`src/rtl/perf_pkg.sv`:
```
package perf_pkg;
  localparam int NUM_EVENTS  = 54;
  localparam int EVT_CODE_W  = 6;
  localparam int CODE_CYCLES = 0;
endpackage

```
`src/rtl/perf_evt_sel.sv`:
```
module perf_evt_sel #(
  parameter int NUM_EVT = 54,
  parameter int EVT_W   = 6
) (
  input  logic [NUM_EVT-1:0] evt_i,
  input  logic [EVT_W-1:0]   code_i,
  output logic               hit_o
);
  logic in_range;
  assign in_range = int'(code_i) < NUM_EVT;

  // code 0 counts cycles; out-of-range codes are idle
  always_comb begin
    hit_o = (code_i == '0);
    if (in_range) hit_o = hit_o | evt_i[code_i];
  end
endmodule

```
`src/rtl/perf_cnt_slice.sv`:
```
module perf_cnt_slice #(
  parameter int NUM_EVT = 54,
  parameter int EVT_W   = 6,
  parameter int CNT_W   = 64
) (
  input  logic               clk_i,
  input  logic               rst_ni,
  input  logic [NUM_EVT-1:0] evt_i,
  input  logic               cfg_we_i,
  input  logic [EVT_W-1:0]   cfg_evt_i,
  input  logic               cfg_cor_i,
  input  logic               rd_sel_i,
  output logic [CNT_W-1:0]   cnt_o,
  output logic [EVT_W-1:0]   code_o,
  output logic               cor_o
);
  localparam logic [EVT_W-1:0] IDLE_CODE = EVT_W'(NUM_EVT);

  logic [EVT_W-1:0] code_q;
  logic             cor_q;
  logic [CNT_W-1:0] cnt_q;
  logic             hit;

  always_ff @(posedge clk_i or negedge rst_ni) begin
    if (!rst_ni) begin
      code_q <= IDLE_CODE;
      cor_q  <= 1'b0;
    end else if (cfg_we_i) begin
      code_q <= cfg_evt_i;
      cor_q  <= cfg_cor_i;
    end
  end

  perf_evt_sel #(.NUM_EVT(NUM_EVT), .EVT_W(EVT_W)) u_sel (
    .evt_i  (evt_i),
    .code_i (code_q),
    .hit_o  (hit)
  );

  // a clearing read restarts at the current cycle's event
  always_ff @(posedge clk_i or negedge rst_ni) begin
    if (!rst_ni)                cnt_q <= '0;
    else if (rd_sel_i && cor_q) cnt_q <= CNT_W'(hit);
    else if (hit)               cnt_q <= cnt_q + CNT_W'(1);
  end

  assign cnt_o  = cnt_q;
  assign code_o = code_q;
  assign cor_o  = cor_q;
endmodule

```
`src/rtl/perf_rd_port.sv`:
```
module perf_rd_port #(
  parameter int NUM_CNT = 4,
  parameter int CNT_W   = 64,
  parameter int IDX_W   = 2
) (
  input  logic                          clk_i,
  input  logic                          rst_ni,
  input  logic                          rd_en_i,
  input  logic [IDX_W-1:0]              rd_idx_i,
  input  logic [NUM_CNT-1:0][CNT_W-1:0] cnt_all_i,
  output logic                          rd_valid_o,
  output logic [CNT_W-1:0]              rd_data_o
);
  always_ff @(posedge clk_i or negedge rst_ni) begin
    if (!rst_ni) begin
      rd_valid_o <= 1'b0;
      rd_data_o  <= '0;
    end else begin
      rd_valid_o <= rd_en_i;
      if (rd_en_i) rd_data_o <= cnt_all_i[rd_idx_i];
    end
  end
endmodule

```
`src/rtl/cache_perf_counters.sv`:
```
module cache_perf_counters
  import perf_pkg::*;
#(
  parameter  int NUM_CNT = 4,
  parameter  int CNT_W   = 64,
  parameter  int NUM_EVT = NUM_EVENTS,
  parameter  int EVT_W   = EVT_CODE_W,
  localparam int IDX_W   = (NUM_CNT > 1) ? $clog2(NUM_CNT) : 1
) (
  input  logic               clk_i,
  input  logic               rst_ni,
  input  logic [NUM_EVT-1:0] evt_i,
  input  logic               cfg_we_i,
  input  logic [IDX_W-1:0]   cfg_idx_i,
  input  logic [EVT_W-1:0]   cfg_evt_i,
  input  logic               cfg_cor_i,
  input  logic               rd_en_i,
  input  logic [IDX_W-1:0]   rd_idx_i,
  output logic               rd_valid_o,
  output logic [CNT_W-1:0]   rd_data_o
);
  logic [NUM_CNT-1:0][CNT_W-1:0] cnt_all;
  logic [NUM_CNT-1:0][EVT_W-1:0] code_all;
  logic [NUM_CNT-1:0]            cor_all;

  for (genvar i = 0; i < NUM_CNT; i++) begin : g_slice
    logic we_hit, rd_hit;
    assign we_hit = cfg_we_i && (cfg_idx_i == IDX_W'(i));
    assign rd_hit = rd_en_i  && (rd_idx_i  == IDX_W'(i));

    perf_cnt_slice #(.NUM_EVT(NUM_EVT), .EVT_W(EVT_W), .CNT_W(CNT_W)) u_slice (
      .clk_i     (clk_i),
      .rst_ni    (rst_ni),
      .evt_i     (evt_i),
      .cfg_we_i  (we_hit),
      .cfg_evt_i (cfg_evt_i),
      .cfg_cor_i (cfg_cor_i),
      .rd_sel_i  (rd_hit),
      .cnt_o     (cnt_all[i]),
      .code_o    (code_all[i]),
      .cor_o     (cor_all[i])
    );
  end

  perf_rd_port #(.NUM_CNT(NUM_CNT), .CNT_W(CNT_W), .IDX_W(IDX_W)) u_rd (
    .clk_i      (clk_i),
    .rst_ni     (rst_ni),
    .rd_en_i    (rd_en_i),
    .rd_idx_i   (rd_idx_i),
    .cnt_all_i  (cnt_all),
    .rd_valid_o (rd_valid_o),
    .rd_data_o  (rd_data_o)
  );
endmodule

```
`config.mk`:
```
export PLATFORM = sky130hd
export DESIGN_NAME = cache_perf_counters
export DESIGN_NICKNAME = d
export VERILOG_FILES = /design/src/rtl/perf_pkg.sv /design/src/rtl/perf_evt_sel.sv /design/src/rtl/perf_cnt_slice.sv /design/src/rtl/perf_rd_port.sv /design/src/rtl/cache_perf_counters.sv
export SDC_FILE = /design/constraint.sdc
export NUM_CORES = 1
export LEC_CHECK = 0
export BUFFER_PORTS_ARGS = -buffer_cell sky130_fd_sc_hd__buf_2
export CORE_ASPECT_RATIO = 1.5
export CORE_MARGIN = 2
export CORE_UTILIZATION = 40
export CTS_CLUSTER_DIAMETER = 30
export DETAILED_ROUTE_END_ITERATION = 12
export PLACE_DENSITY = 0.6
export SYNTH_ARGS = -nofsm -noshare
export SYNTH_HDL_FRONTEND = slang
export SYNTH_SLANG_ARGS = --single-unit
```
`constraint.sdc`:
```
create_clock -name clk_i -period 4 [get_ports clk_i]
set_input_delay 0.4 -clock clk_i [delete_from_list [all_inputs] [get_ports clk_i]]
set_output_delay 0.4 -clock clk_i [all_outputs]
set_load 0.01 [all_outputs]
```
# Word level (Yosys, flattened, before mapping)
# Cells that the tools add are included.
[totals]
regBits = 349
input_bits = 69
elab_cells = 81
[op_classes]
add_sub_neg = 4
order_cmp = 9
eq_ne = 6
mux = 22
n_bitwise = 4
reduce_logical = 22
[ops]
columns = ["op", "count"]
rows = [
  ["64-bit 2-to-1 mux", 9],
  ["64-bit by 1-bit adder with 64-bit output (second input constant)", 4],
  ["64-bit binary-select mux with 2-bit select", 1],
  ["6-bit by 7-bit less-than comparator with 1-bit output (second input constant)", 4],
  ["1-bit binary-select mux with 6-bit select", 4],
  ["6-bit logical NOT", 4],
  ["6-bit less-than comparator (second input constant)", 4],
  ["1-bit logical AND", 12],
  ["2-bit equality test (second input constant)", 4],
  ["1-bit 2-to-1 mux", 8],
  ["2-bit nonzero test", 4],
  ["2-bit by 1-bit equality test with 1-bit output (second input constant)", 2],
  ["2-bit logical NOT", 2],
  ["1-bit OR", 4],
  ["2-bit by 3-bit less-than comparator with 1-bit output (second input constant)", 1],
]

# Depth between registers and ports, before layout
[depth]
ltp_word = 6
mapped_depth = 12

# Cells and area by module
# Synthesis repeated with hierarchy kept, for this count alone.
[unflattened]
cells_unflattened = 2125
area_unflattened_um2 = 21874.7
[by_module_without_submodules]
columns = ["module", "n_inst", "cells_each", "area_per_inst_um2", "seq_area_each_um2"]
rows = [
  ["perf_cnt_slice", 4, 404, 3787.4, 1781.7],
  ["perf_rd_port", 1, 357, 4593.2, 1626.6],
  ["perf_evt_sel", 4, 36, 514.2, 0.0],
  ["cache_perf_counters", 1, 8, 75.1, 0.0],
]

# Least setup slack after synthesis
# No wires, ideal clock.
[synth_path]
path_type = "reg-to-reg"
from = "reg g_slice[0].u_slice.code_q[1]"
to = "reg g_slice[0].u_slice.cnt_q[10]"
setup_ns = 0.132
arrival_ns = 2.669
required_ns = 3.868
path_slack_ns = 1.199
stages_incl_launch_ff = 12
n_path_buf = 4
path_cell_list = "dfstp_2 > buf_4 > buf_4 > mux4_2 > a211oi_1 > nor3_1 > o32ai_1 > clkbuf_1 > clkbuf_1 > nor3_1 > xnor2_1 > nor2_1"
[synth_via]
elab_chain_cells = 5
elab_cells_between_ends = 7
classes_between = "order compare: 1; mux: 3; bitwise: 1; reduce/logical: 2"
[synth_rtl]
columns = ["item", "line_no", "source"]
rows = [
  ["start: declaration", "perf_cnt_slice.sv:19", "logic [EVT_W-1:0] code_q;"],
  ["start signal: assignment", "perf_cnt_slice.sv:29", "code_q <= cfg_evt_i;"],
  ["1-bit binary-select mux with 6-bit select", "perf_evt_sel.sv:15", "if (in_range) hit_o = hit_o | evt_i[code_i];"],
  ["1-bit 2-to-1 mux (implied by the code)", "perf_evt_sel.sv:15", ""],
  ["1-bit OR", "perf_evt_sel.sv:15", ""],
  ["1-bit 2-to-1 mux *", "perf_evt_sel.sv:15", ""],
  ["2-bit nonzero test (no source line) *", "--", ""],
  ["end signal: assignment", "perf_cnt_slice.sv:43", "else if (rd_sel_i && cor_q) cnt_q <= CNT_W'(hit);"],
  ["end signal: assignment", "perf_cnt_slice.sv:44", "else if (hit) cnt_q <= cnt_q + CNT_W'(1);"],
  ["end: declaration", "perf_cnt_slice.sv:21", "logic [CNT_W-1:0] cnt_q;"],
]
# Mark *: on every way between the ends. The rest lies on a longest branch, timed or not. The select of a mux whose other input is x is not followed.
# A chain may end at the register's enable or synchronous reset.

# Final worst setup path
[layout_path]
from = "reg g_slice[3].u_slice.code_q[2]"
to = "reg g_slice[3].u_slice.cnt_q[52]"
[layout_via]
elab_chain_cells = 5
elab_cells_between_ends = 7
classes_between = "order compare: 1; mux: 3; bitwise: 1; reduce/logical: 2"
[layout_rtl]
columns = ["item", "line_no"]
rows = [
  ["start: declaration", "perf_cnt_slice.sv:19"],
  ["start signal: assignment", "perf_cnt_slice.sv:29"],
  ["1-bit binary-select mux with 6-bit select", "perf_evt_sel.sv:15"],
  ["1-bit 2-to-1 mux (implied by the code)", "perf_evt_sel.sv:15"],
  ["1-bit OR", "perf_evt_sel.sv:15"],
  ["1-bit 2-to-1 mux *", "perf_evt_sel.sv:15"],
  ["2-bit nonzero test (no source line) *", "--"],
  ["end signal: assignment", "perf_cnt_slice.sv:43"],
  ["end signal: assignment", "perf_cnt_slice.sv:44"],
  ["end: declaration", "perf_cnt_slice.sv:21"],
]
# Marks and branches as above.

==> reports/qor.csv <==
stage,metric,value,unit
yosys,yosysMostFrequentCell,dfrtp_1,
timing,layout_worst_path_cycle_share,92.3,%
drt,drcViolationCount,0,
timing,max_freq,0.271,GHz
yosys,synth_edf_count,0,
worst_setup_path,path_cells,mux2i_1 > a311o_1 > a2111oi_2 > a311o_1 > o2111ai_4 > or4_1 > a21oi_1,
worst_setup_path,cp_top_family,compound AO/OA/AOI/OAI gates,
timing,grt_setup_unrepaired,no,
worst_setup_path,slowest_delay,0.79,ns
cells_and_area,drive_above_1_share,26.6,%
yosys,ys_seq_area_share,41.6,%
floorplanning,die_w,191,um
placed_design,dp_cells,2745,
cts,postCtsSetupBuffers,0,
flow_run,drv_cap,0,
yosys,ys_seq_elements,349,
placed_design,gp_congestion,0.924,
drt,ant_nets,0,
global_routing,grt_max_degree,123,
drt,vias,17900,
worst_setup_path,cp-end-kind,flip-flop,
global_routing,grt_pass1_vias,17800,
cells_and_area,finish.utilization,48.8,%
global_routing,grt.overflow.total,0,
power_and_ir_drop,p_per_area,546,mW/mm2
timing,setup_tns,0,ns
yosys,synth_top_cell_by_area,dfrtp_1,
timing,slew_headroom,27.9,%
yosys,synth_top_area_share,39.6,%
cells_and_area,final_nets,2224,
power_and_ir_drop,irDropWorstVdd,0.361,mV
worst_setup_path,r2r_slack,0.31,ns
cells_and_area,fin_cells,2891,
yosys,post_synth_inst_count,2010,
cts,max-clock-path-buffers,3,
drt,totalWireLength,69.5,mm
drt,avgViaCountPerCell,6.21,
yosys,ys.warnings.count,0,
global_routing,antenna_found_initial,0,
placed_design,place.detailed.hpwl,49.7,mm
worst_setup_path,start_kind,flip-flop,
cts,ctsRootBufferMaster,clkbuf_16,
cts,cts_buffers,79,
timing,finalSetupViolCount,0,
cells_and_area,areaGrowthSynthToFinish,20.1,%
timing,worstMarginPinSlew,1.08,ns
yosys,synth_area_leaders,"dfrtp_1, mux4_2, mux2_2",
worst_setup_path,worstPathRequired,4.52,ns
placed_design,port-buffer-count,133,
yosys,postSynth.asyncResetShare,100,%
timing,timing_hold_violations_final,0,
worst_setup_path,path_max_fanout,28,
global_routing,grt_pass1_wl,108,mm
global_routing,grt_use_total,25.9,%
cells_and_area,fill_cells,4807,
drt,wl_per_cell,24.0,um
floorplanning,io_pins,134,
cts,cts.sinks,349,
floorplanning,fp.dieH,285,um
floorplanning,dieArea,0.0545,mm2
worst_setup_path,critPathSlowestCell,dfstp_2,
floorplanning,start_util,40.6,%
drt,first_pass_iters,5,
floorplanning,fp-row-count,102,
floorplanning,core,0.0518,mm2
worst_setup_path,arrival,4.21,ns
timing,timing.final.max_slew_violations,0,
cts,htreeDepth,3,
yosys,synth_common_cells,"dfrtp_1, nor2_1, nand2_1",
yosys,ys.flop_type,dfrtp_1,
run_status,status,completed,
yosys,syn_nets,2083,
cts,clk_pin_slew_worst_paths,0.05,ns
power_and_ir_drop,p_leak,10.2,nW
worst_setup_path,critPathKind,flip-flop to flip-flop,
cts,clock_latency,0.62,ns
worst_setup_path,critical_path_buf_inv_count,0,
hold_path,min_path_type,primary input to flip-flop,
yosys,synthDistinctLibCells,75,
drt,drtIter0Drc,1498,
timing,fin_skew,0.0380,ns
yosys,synth_area,0.0210,mm2
timing,timing.final.crit_period,3.69,ns
cts,cts_tree,yes,
worst_setup_path,cpMostUsedCell,a311o_1,
yosys,avgSynthCellArea,10.5,um2
==> worst paths after layout <==
kind / start / to / cells past startpoint
setup / recovery: g_slice[3].u_slice.code_o[2] / g_slice[3].u_slice.cnt_o[52] / 7
hold / removal: cfg_evt_i[4] / g_slice[0].u_slice.code_o[4] / 3
setup reg to reg: g_slice[3].u_slice.code_o[2] / g_slice[3].u_slice.cnt_o[52] / 7
hold reg to reg: u_rd.rd_data_o[17] / u_rd.rd_data_o[17] / 1
max in group asynchronous: rst_ni / u_rd.rd_data_o[14] / 3
min in group asynchronous: rst_ni / g_slice[1].u_slice.cor_o / 2
==> cell type report <==
type / instances / area (um2) / share of cell area, %
inverters: 56 / 210 / 0.832
repair buffers: 191 / 1210 / 4.77
multi-input cells: 1474 / 11500 / 45.6
clock buffers: 98 / 2190 / 8.67
diodes: 1 / 2.50 / 0.00990
flip-flops and latches: 349 / 8750 / 34.6
well taps: 676 / 846 / 3.35
clock inverters: 46 / 533 / 2.11
==> per-stage QoR <==
stage / setup WS, ns / hold slack (ns) / power (mW) / cell area, um2
finish: 0.308 / 0.0740 / 13.8 / 25300
global route: 0.158 / 0.0886 / 14.3 / 25300
CTS: 0.339 / 0.0427 / 13.9 / 25300
detailed placement: 0.362 / 0.490 / 7.21 / 22500
global placement: 0.438 / 0.486 / 7.17 / 22500
floorplan: 1.20 / 0.104 / 6.16 / 21000
==> repair_timing <==
action / CTS / global route
hold endpoints to repair: 12 / 0
resized for setup: 0 / 0
hold buffers: 1 / 0
==> per-layer routing <==
metal  GRT usage (%)  vias up  routed length (um)
li1                -     7967                   -
met4            16.0        0                4380
met5               0        -                   0
met1            30.9     9110               26200
met2            43.9      668               35200
met3            3.75      195                3770
==> where the power goes <==
group          switching [mW]  internal, mW  total (mW)
registers               0.699          4.00        4.70
clock network            2.19          4.42        6.61
logic                    1.40          1.10        2.50
==> tightest hold or removal path, cell delays in order <==
cell and delay (ns):
buf_2 0.14, nand2_1 0.06, o21ai_0 0.07
==> kinds of logic (layout without fill, tap and decap cells) <==
| logic type | after synthesis | count (layout) | synth area share [%] |
|---|---|---|---|
| adder cells (fa/ha/maj) | 4 | 4 | 0.238 |
| XOR/XNOR | 121 | 121 | 5.04 |
| AO/OA/AOI/OAI | 347 | 347 | 11.1 |
| multiplexers | 237 | 237 | 18.3 |
| buffers and inverters | 187 | 391 | 3.86 |
| other | 0 | 1 | 0 |
| flip-flops | 349 | 349 | 41.6 |
| AND/OR/NAND/NOR | 765 | 765 | 19.8 |
==> placed cells by master (no fill, tap or decap), types with 7 or more instances in the layout <==
cell type   netlist  final
dfrtp_1         333    333
nor2_1          153    153
buf_2            22    130
nand2_1         129    129
a21oi_1         116    116
xnor2_1         113    113
mux4_2          109    109
mux2_2           99     99
nand3_1          94     94
clkbuf_16         0     81
o21ai_0          60     60
nand4_1          60     60
inv_1            55     55
or3_1            54     54
buf_4            10     52
or4_1            46     46
nor3_1           41     41
and3_1           41     40
and4_1           39     38
o31ai_1          35     35
nor4_1           33     33
a2111oi_0        30     30
mux2i_1          29     29
a211oi_1         22     22
dfstp_2          16     16
o21a_1           14     14
nand2b_1         12     12
and2_1           12     12
clkinvlp_4        0     12
clkinv_2          0     11
nand3b_1         10     10
clkbuf_8          0     10
nor2b_1           9      9
o211ai_1          8      8
xor2_1            8      8
bufinv_16         0      8
a31o_2            7      7
clkbuf_1         81      7
buf_12            0      7
==> flip-flops by register name, summed over array words and instances (netlist names) <==
register                cells
g_slice.u_slice.cnt_o     256
u_rd.rd_data_o             64
g_slice.u_slice.code_o     24
g_slice.u_slice.cor_o       4
u_rd.rd_valid_o             1
Power figures use the tool's default switching activity.
